$ cat src/rtl/tsc_pkg.sv
// Package: constants shared by the timestamp classifier.
// Assumes the mode encoding below is also used by the configuration source.
package tsc_pkg;
    localparam logic [2:0]  MODE_OFF      = 3'd0;
    localparam logic [2:0]  MODE_V1_UDP   = 3'd1;
    localparam logic [2:0]  MODE_V2_ONE   = 3'd2;
    localparam logic [2:0]  MODE_V2_EVENT = 3'd3;
    localparam logic [15:0] ETYPE_1588    = 16'h88F7;
    localparam logic [7:0]  IPPROTO_UDP   = 8'd17;
    localparam int unsigned PTP_V1        = 1;
    localparam int unsigned PTP_V2        = 2;
    localparam int unsigned EVENT_MSG_MAX = 3;
endpackage

$ cat src/rtl/tsc_field_reg.sv
// Per-packet field holder.
// Loads the value on its strobe and forgets it on start-of-packet.
// The outputs forward a strobe that fires in the current cycle, so a
// decision taken in that same cycle already sees the new value.
// If the load and the clear fall in the same cycle, the load wins
// (the field belongs to the new packet).
module tsc_field_reg #(
    parameter int W = 8
) (
    input  logic         clk,
    input  logic         rst_n,
    input  logic         clr,
    input  logic         ld,
    input  logic [W-1:0] d,
    output logic [W-1:0] val,
    output logic         vld
);
    logic [W-1:0] q_r;
    logic         v_r;

    // Purpose: hold the last strobed value and its present flag.
    always_ff @(posedge clk) begin
        if (!rst_n) begin
            q_r <= '0;
            v_r <= 1'b0;
        end else if (ld) begin
            q_r <= d;
            v_r <= 1'b1;
        end else if (clr) begin
            q_r <= '0;
            v_r <= 1'b0;
        end
    end

    // Purpose: forward a same-cycle strobe past the register.
    always_comb begin
        val = ld ? d : q_r;
        vld = ld | (v_r & ~clr);
    end
endmodule

$ cat src/rtl/tsc_proto_match.sv
// Transport matcher: decides whether the packet is a 1588 Ethernet frame
// and/or a UDP datagram to the configured event port.
// Assumes its inputs are the forwarded per-packet fields.
module tsc_proto_match #(
    parameter int ET_W    = 16,
    parameter int PROTO_W = 8,
    parameter int PORT_W  = 16
) (
    input  logic [ET_W-1:0]    et_val,
    input  logic               et_vld,
    input  logic [PROTO_W-1:0] proto_val,
    input  logic               proto_vld,
    input  logic [PORT_W-1:0]  dport_val,
    input  logic               dport_vld,
    input  logic [PORT_W-1:0]  event_port,
    output logic               l2_hit,
    output logic               l4_hit
);
    import tsc_pkg::*;

    localparam logic [ET_W-1:0]    ET_MATCH = ET_W'(ETYPE_1588);
    localparam logic [PROTO_W-1:0] UDP_NUM  = PROTO_W'(IPPROTO_UDP);

    // Purpose: compare captured fields against the fixed and configured keys.
    always_comb begin
        l2_hit = et_vld && (et_val == ET_MATCH);
        l4_hit = proto_vld && (proto_val == UDP_NUM) &&
                 dport_vld && (dport_val == event_port);
    end
endmodule

$ cat src/rtl/tsc_msg_match.sv
// Message matcher: combines the transport hits with the version and
// message-type rules of the selected mode.
// Assumes an unlisted mode value must stay silent.
module tsc_msg_match #(
    parameter int VER_W = 4,
    parameter int MSG_W = 4
) (
    input  logic [2:0]       mode,
    input  logic [MSG_W-1:0] code,
    input  logic             l2_hit,
    input  logic             l4_hit,
    input  logic [VER_W-1:0] ver_val,
    input  logic             ver_vld,
    input  logic [MSG_W-1:0] msg_val,
    input  logic             msg_vld,
    output logic             hit
);
    import tsc_pkg::*;

    localparam logic [VER_W-1:0] V1  = VER_W'(PTP_V1);
    localparam logic [VER_W-1:0] V2  = VER_W'(PTP_V2);
    localparam logic [MSG_W-1:0] EVT = MSG_W'(EVENT_MSG_MAX);

    logic code_ok;
    logic msg_eq;
    logic is_v1;
    logic is_v2;

    // Purpose: shared qualifiers for every mode.
    always_comb begin
        code_ok = (code[MSG_W-1:1] == '0);
        msg_eq  = msg_vld && (msg_val == code);
        is_v1   = ver_vld && (ver_val == V1);
        is_v2   = ver_vld && (ver_val == V2);
    end

    // Purpose: select the rule set that the mode calls for.
    always_comb begin
        case (mode)
            MODE_V1_UDP:   hit = l4_hit && is_v1 && msg_eq && code_ok;
            MODE_V2_ONE:   hit = (l2_hit || l4_hit) && is_v2 && msg_eq && code_ok;
            MODE_V2_EVENT: hit = (l2_hit || l4_hit) && is_v2 && msg_vld && (msg_val <= EVT);
            default:       hit = 1'b0;
        endcase
    end
endmodule

$ cat src/rtl/tsreq_classifier.sv
// Top: per-packet PTP event classifier.
// Captures the strobed header fields of the current packet and, on the
// end-of-header strobe, registers a single-cycle timestamp request.
// Assumes pkt_sof marks each packet before its fields arrive; cfg is
// sampled in the hdr_end cycle.
module tsreq_classifier #(
    parameter int ET_W    = 16,
    parameter int PROTO_W = 8,
    parameter int PORT_W  = 16,
    parameter int VER_W   = 4,
    parameter int MSG_W   = 4,
    parameter int CFG_W   = 32
) (
    input  logic               clk,
    input  logic               rst_n,
    input  logic [2:0]         cfg_mode,
    input  logic [CFG_W-1:0]   cfg_match,
    input  logic               pkt_sof,
    input  logic [ET_W-1:0]    eth_type,
    input  logic               eth_type_vld,
    input  logic [PROTO_W-1:0] ip_proto,
    input  logic               ip_proto_vld,
    input  logic [PORT_W-1:0]  udp_dport,
    input  logic               udp_dport_vld,
    input  logic [VER_W-1:0]   ptp_ver,
    input  logic               ptp_ver_vld,
    input  logic [MSG_W-1:0]   ptp_msg,
    input  logic               ptp_msg_vld,
    input  logic               hdr_end,
    output logic               ts_req
);
    localparam int PORT_LSB = CFG_W - PORT_W;

    logic [ET_W-1:0]    et_val;
    logic               et_vld;
    logic [PROTO_W-1:0] proto_val;
    logic               proto_vld;
    logic [PORT_W-1:0]  dport_val;
    logic               dport_vld;
    logic [VER_W-1:0]   ver_val;
    logic               ver_vld;
    logic [MSG_W-1:0]   msg_val;
    logic               msg_vld;
    logic               l2_hit;
    logic               l4_hit;
    logic               pkt_hit;
    logic               pkt_done_q;
    logic               ts_req_q;

    tsc_field_reg #(.W(ET_W)) u_et (
        .clk(clk), .rst_n(rst_n), .clr(pkt_sof), .ld(eth_type_vld),
        .d(eth_type), .val(et_val), .vld(et_vld));
    tsc_field_reg #(.W(PROTO_W)) u_proto (
        .clk(clk), .rst_n(rst_n), .clr(pkt_sof), .ld(ip_proto_vld),
        .d(ip_proto), .val(proto_val), .vld(proto_vld));
    tsc_field_reg #(.W(PORT_W)) u_dport (
        .clk(clk), .rst_n(rst_n), .clr(pkt_sof), .ld(udp_dport_vld),
        .d(udp_dport), .val(dport_val), .vld(dport_vld));
    tsc_field_reg #(.W(VER_W)) u_ver (
        .clk(clk), .rst_n(rst_n), .clr(pkt_sof), .ld(ptp_ver_vld),
        .d(ptp_ver), .val(ver_val), .vld(ver_vld));
    tsc_field_reg #(.W(MSG_W)) u_msg (
        .clk(clk), .rst_n(rst_n), .clr(pkt_sof), .ld(ptp_msg_vld),
        .d(ptp_msg), .val(msg_val), .vld(msg_vld));

    tsc_proto_match #(.ET_W(ET_W), .PROTO_W(PROTO_W), .PORT_W(PORT_W)) u_proto_match (
        .et_val(et_val), .et_vld(et_vld),
        .proto_val(proto_val), .proto_vld(proto_vld),
        .dport_val(dport_val), .dport_vld(dport_vld),
        .event_port(cfg_match[PORT_LSB +: PORT_W]),
        .l2_hit(l2_hit), .l4_hit(l4_hit));

    tsc_msg_match #(.VER_W(VER_W), .MSG_W(MSG_W)) u_msg_match (
        .mode(cfg_mode), .code(cfg_match[MSG_W-1:0]),
        .l2_hit(l2_hit), .l4_hit(l4_hit),
        .ver_val(ver_val), .ver_vld(ver_vld),
        .msg_val(msg_val), .msg_vld(msg_vld),
        .hit(pkt_hit));

    // Purpose: remember that this packet's decision has been taken.
    always_ff @(posedge clk) begin
        if (!rst_n)       pkt_done_q <= 1'b0;
        else if (pkt_sof) pkt_done_q <= hdr_end;
        else if (hdr_end) pkt_done_q <= 1'b1;
    end

    // Purpose: register one request per packet on a qualifying header end.
    always_ff @(posedge clk) begin
        if (!rst_n) ts_req_q <= 1'b0;
        else        ts_req_q <= hdr_end && (pkt_sof || !pkt_done_q) && pkt_hit;
    end

    assign ts_req = ts_req_q;
endmodule

$ cat config.mk
export PLATFORM = sky130hd
export DESIGN_NAME = tsreq_classifier
export DESIGN_NICKNAME = d
export VERILOG_FILES = /design/src/rtl/tsc_pkg.sv /design/src/rtl/tsc_field_reg.sv /design/src/rtl/tsc_proto_match.sv /design/src/rtl/tsc_msg_match.sv /design/src/rtl/tsreq_classifier.sv
export SDC_FILE = /design/constraint.sdc
export NUM_CORES = 1
export LEC_CHECK = 0
export ABC_AREA = 0
export BUFFER_PORTS_ARGS = -buffer_cell sky130_fd_sc_hd__buf_2
export CORE_MARGIN = 2
export CORE_UTILIZATION = 45
export DETAILED_ROUTE_END_ITERATION = 10
export PLACE_DENSITY = 0.77
export REMOVE_ABC_BUFFERS = 1
export SLEW_MARGIN = 30
export SYNTH_ARGS = -nofsm -noshare
export SYNTH_HDL_FRONTEND = slang
export SYNTH_SLANG_ARGS = --single-unit
$ cat constraint.sdc
create_clock -name clk -period 1.75 [get_ports clk]
set_input_delay 0 -clock clk [delete_from_list [all_inputs] [get_ports clk]]
set_output_delay 0 -clock clk [all_outputs]
set_load 0.005 [all_outputs]
==> qor.csv <==
stage,metric,value,unit
synthesis,yosysMostFrequentCell,dfxtp_1,
finish,fillers,483,
timing,hold_viol,0,
critical_path,crit_path_start_kind,register,
floorplan,die_x,82.2,µm
synthesis,async_flop_share,0,%
global_routing,grt.total_usage,19.8,%
critical_path,critPathMaxFanout,2,
synthesis,yosysWarnings,0,
synthesis,netlist_area,2750,µm²
clock_network,root_buffer,clkbuf_8,
placed_design,gp_congestion,0.780,
clock_network,clk_pin_slew,0.09,ns
global_routing,antenna_found_initial,0,
detailed_routing,drt-initial-drc-count,114,
clock_network,cts_buffers,5,
global_routing,grt_pass1_wl,10300,µm
finish,num_antenna_cells,0,
floorplan,rows,28,
synthesis,synth_common_cells,"55 x dfxtp_1, 52 x nor2b_1, 32 x a21oi_1",
run_status,status,"complete, no violations",
timing,setup_tns,0,ns
detailed_routing,drc_errors,0,
floorplan,core,5920,µm²
synthesis,ys_types,37,
critical_path,crit_path_end_kind,register,
clock_network,cts_tree,yes,
synthesis,synth_seq_cells,55,
critical_path,slowest_delay,0.53,ns
synthesis,synthTopCellsByArea,"dfxtp_1 40%, nor2b_1 12%, nor3b_1 6.5%, mux2i_1 6.2%, a21oi_1 5.8%",
power_and_ir_drop,p_leak,1.51,nW
timing,finalClockSkew,0.00315,ns
timing,fmax,0.614,GHz
finish,fin_nets,516,
power_and_ir_drop,irDropWorstVdd,0.437,mV
critical_path,path_cells,"or4_1, o41ai_2, nand4_1, nor4_2, o22a_2",
clock_network,clock-sinks,55,
global_routing,gr-total-overflow,0,
floorplan,die_y,82.2,µm
power_and_ir_drop,powerDensity,687,nW/µm²
critical_path,arrival,1.88,ns
timing,tightest_slew,0.713,ns
timing,period_share,93.0,%
critical_path,crit_slowest_cell,or4_1,
critical_path,worst-setup-path-type,register to register,
synthesis,ys_seq_area_share,40.0,%
timing,slew_viol_final,0,
finish,register_area,1100,µm²
global_routing,grt_pass1_vias,2398,
run,max-cap-violations,0,
detailed_routing,firstDrtPassIters,4,
synthesis,synth_cells,308,
clock_network,htree_levels,2,
synthesis,synth-main-ff-cell,dfxtp_1,
timing,slew_headroom,52.4,%
finish,drive_gt1_share,24.2,%
critical_path,worstPathRequired,2.01,ns
synthesis,synth_top_area_share,40.0,%
global_routing,grt_max_degree,55,
placed_design,io_buffer_count,80,
timing,rsz0062_at_grt,no,
finish,multi_input_area,1560,µm²
min_path,hold_path_class,primary input to register,
synthesis,synth_top_area_cell,dfxtp_1,
placed_design,dpl.hpwl,4350,µm
detailed_routing,via_per_inst,5.18,
floorplan,ios,93,
detailed_routing,vias,2590,
finish,area_growth,37.2,%
timing,whs,0.00642,ns
detailed_routing,wl_per_cell,13.4,µm
detailed_routing,final_antenna_net_count,0,
clock_network,clock_path_buffers,2,
floorplan,die-area,6760,µm²
timing,finalSetupViolCount,0,
synthesis,synth_edf_count,0,
detailed_routing,wirelength,6720,µm
floorplan,start_util,46.5,%
timing,period_needed,1.63,ns
clock_network,insertion_delay,0.30,ns
synthesis,syn_area_per_cell,8.93,µm²
[layout by cell type (no fill, tap or decap), types with 2 or more instances in the layout]
cell,netlist,layout
a21boi_0,2,2
buf_2,1,80
nand2_1,8,8
nand4_1,7,7
dfxtp_1,55,55
o21ai_0,4,4
buf_4,0,7
nor3b_1,24,24
nor2b_1,52,52
nand3b_1,2,2
inv_1,5,5
o22ai_1,2,2
a22oi_1,20,20
o21a_1,3,3
nor2_1,7,6
nor4_1,7,4
mux2i_1,17,17
xor2_1,6,6
dlygate4sd3_1,0,43
and3_1,2,2
xnor2_1,11,11
clkbuf_8,0,7
nor3_1,7,7
a21oi_1,32,32
nor4_2,0,3
[cell type report]
type / count / share of cell area, %
Clock buffer: 8 / 2.65
Inverter: 5 / 0.497
Multi-Input combinational cell: 226 / 41.3
Sequential cell: 55 / 29.2
Tap cell: 75 / 2.49
Timing Repair Buffer: 131 / 23.9
[critical path, delay by kind of cell, from the launching register on]
| kind | cells | cell delay (ns) |
|---|---|---|
| AO/OA/AOI/OAI | 2 | 0.37 |
| AND/OR/NAND/NOR | 3 | 0.89 |
| flip-flops | 1 | 0.32 |
[cell families (layout without fill, tap and decap cells)]
group,Yosys count,count (layout),share of synthesized area [%]
XOR/XNOR,17,17,5.41
multiplexers,17,17,6.18
flip-flops,55,55,40.0
buffers and inverters,27,144,4.55
AO/OA/AOI/OAI,70,70,16.2
AND/OR/NAND/NOR,122,122,27.6
[routing by layer]
metal  wire [µm]  part of all wire [%]  vias up  global-route usage [%]
met5           0                     0        -                       0
li1            -                     -     1334                       -
met3         250                   3.7        4                    3.91
met4          47                  0.70        0                    7.17
met1        2950                    44     1191                    23.1
met2        3470                    52       61                    35.6
[final timing paths]
kind,cells past startpoint,end,from,slack [ns]
worst max-delay path,5,ts_req,u_proto.q_r[1],0.12
worst min-delay path,3,u_dport.q_r[7],udp_dport[7],0.006
worst max register to register,5,ts_req,u_proto.q_r[1],0.12
worst min register to register,2,u_et.q_r[7],u_et.q_r[7],0.48
[through the flow]
step                total power [mW]  utilization [%]  setup slack (ns)  instances  instance area [µm²]
finish                          2.59             63.8             0.122        500                 3780
global route                    2.73             63.8           0.00368        500                 3780
CTS                             2.60             63.1           0.00823        499                 3730
detailed placement              1.79             54.3            0.0210        449                 3210
global placement                1.78             54.2            0.0415        449                 3210
floorplan                       1.57                -             0.217        286                 2650
[sequential cells by signal, indices dropped and copies added, names as in the netlist, 4 cells and up]
register / cells
u_proto.q_r: 8
u_msg.q_r: 4
u_et.q_r: 16
u_ver.q_r: 4
u_dport.q_r: 16
[power breakdown]
part / internal, mW / total [mW] / leakage, nW / switching [mW]
sequential: 1.31 / 1.34 / 0.453 / 0.0281
clock: 0.362 / 0.745 / 0.0515 / 0.383
combinational: 0.281 / 0.508 / 1.00 / 0.228
[what timing repair did]
action / 4_1_cts / 5_1_grt
gates resized for setup: 0 / 5
setup buffers: 0 / 0
hold endpoints to repair: 42 / 1
hold buffers: 42 / 1
endpoints found under the setup margin: 0 / 1
Note: power is estimated with default switching activity, not from simulation.
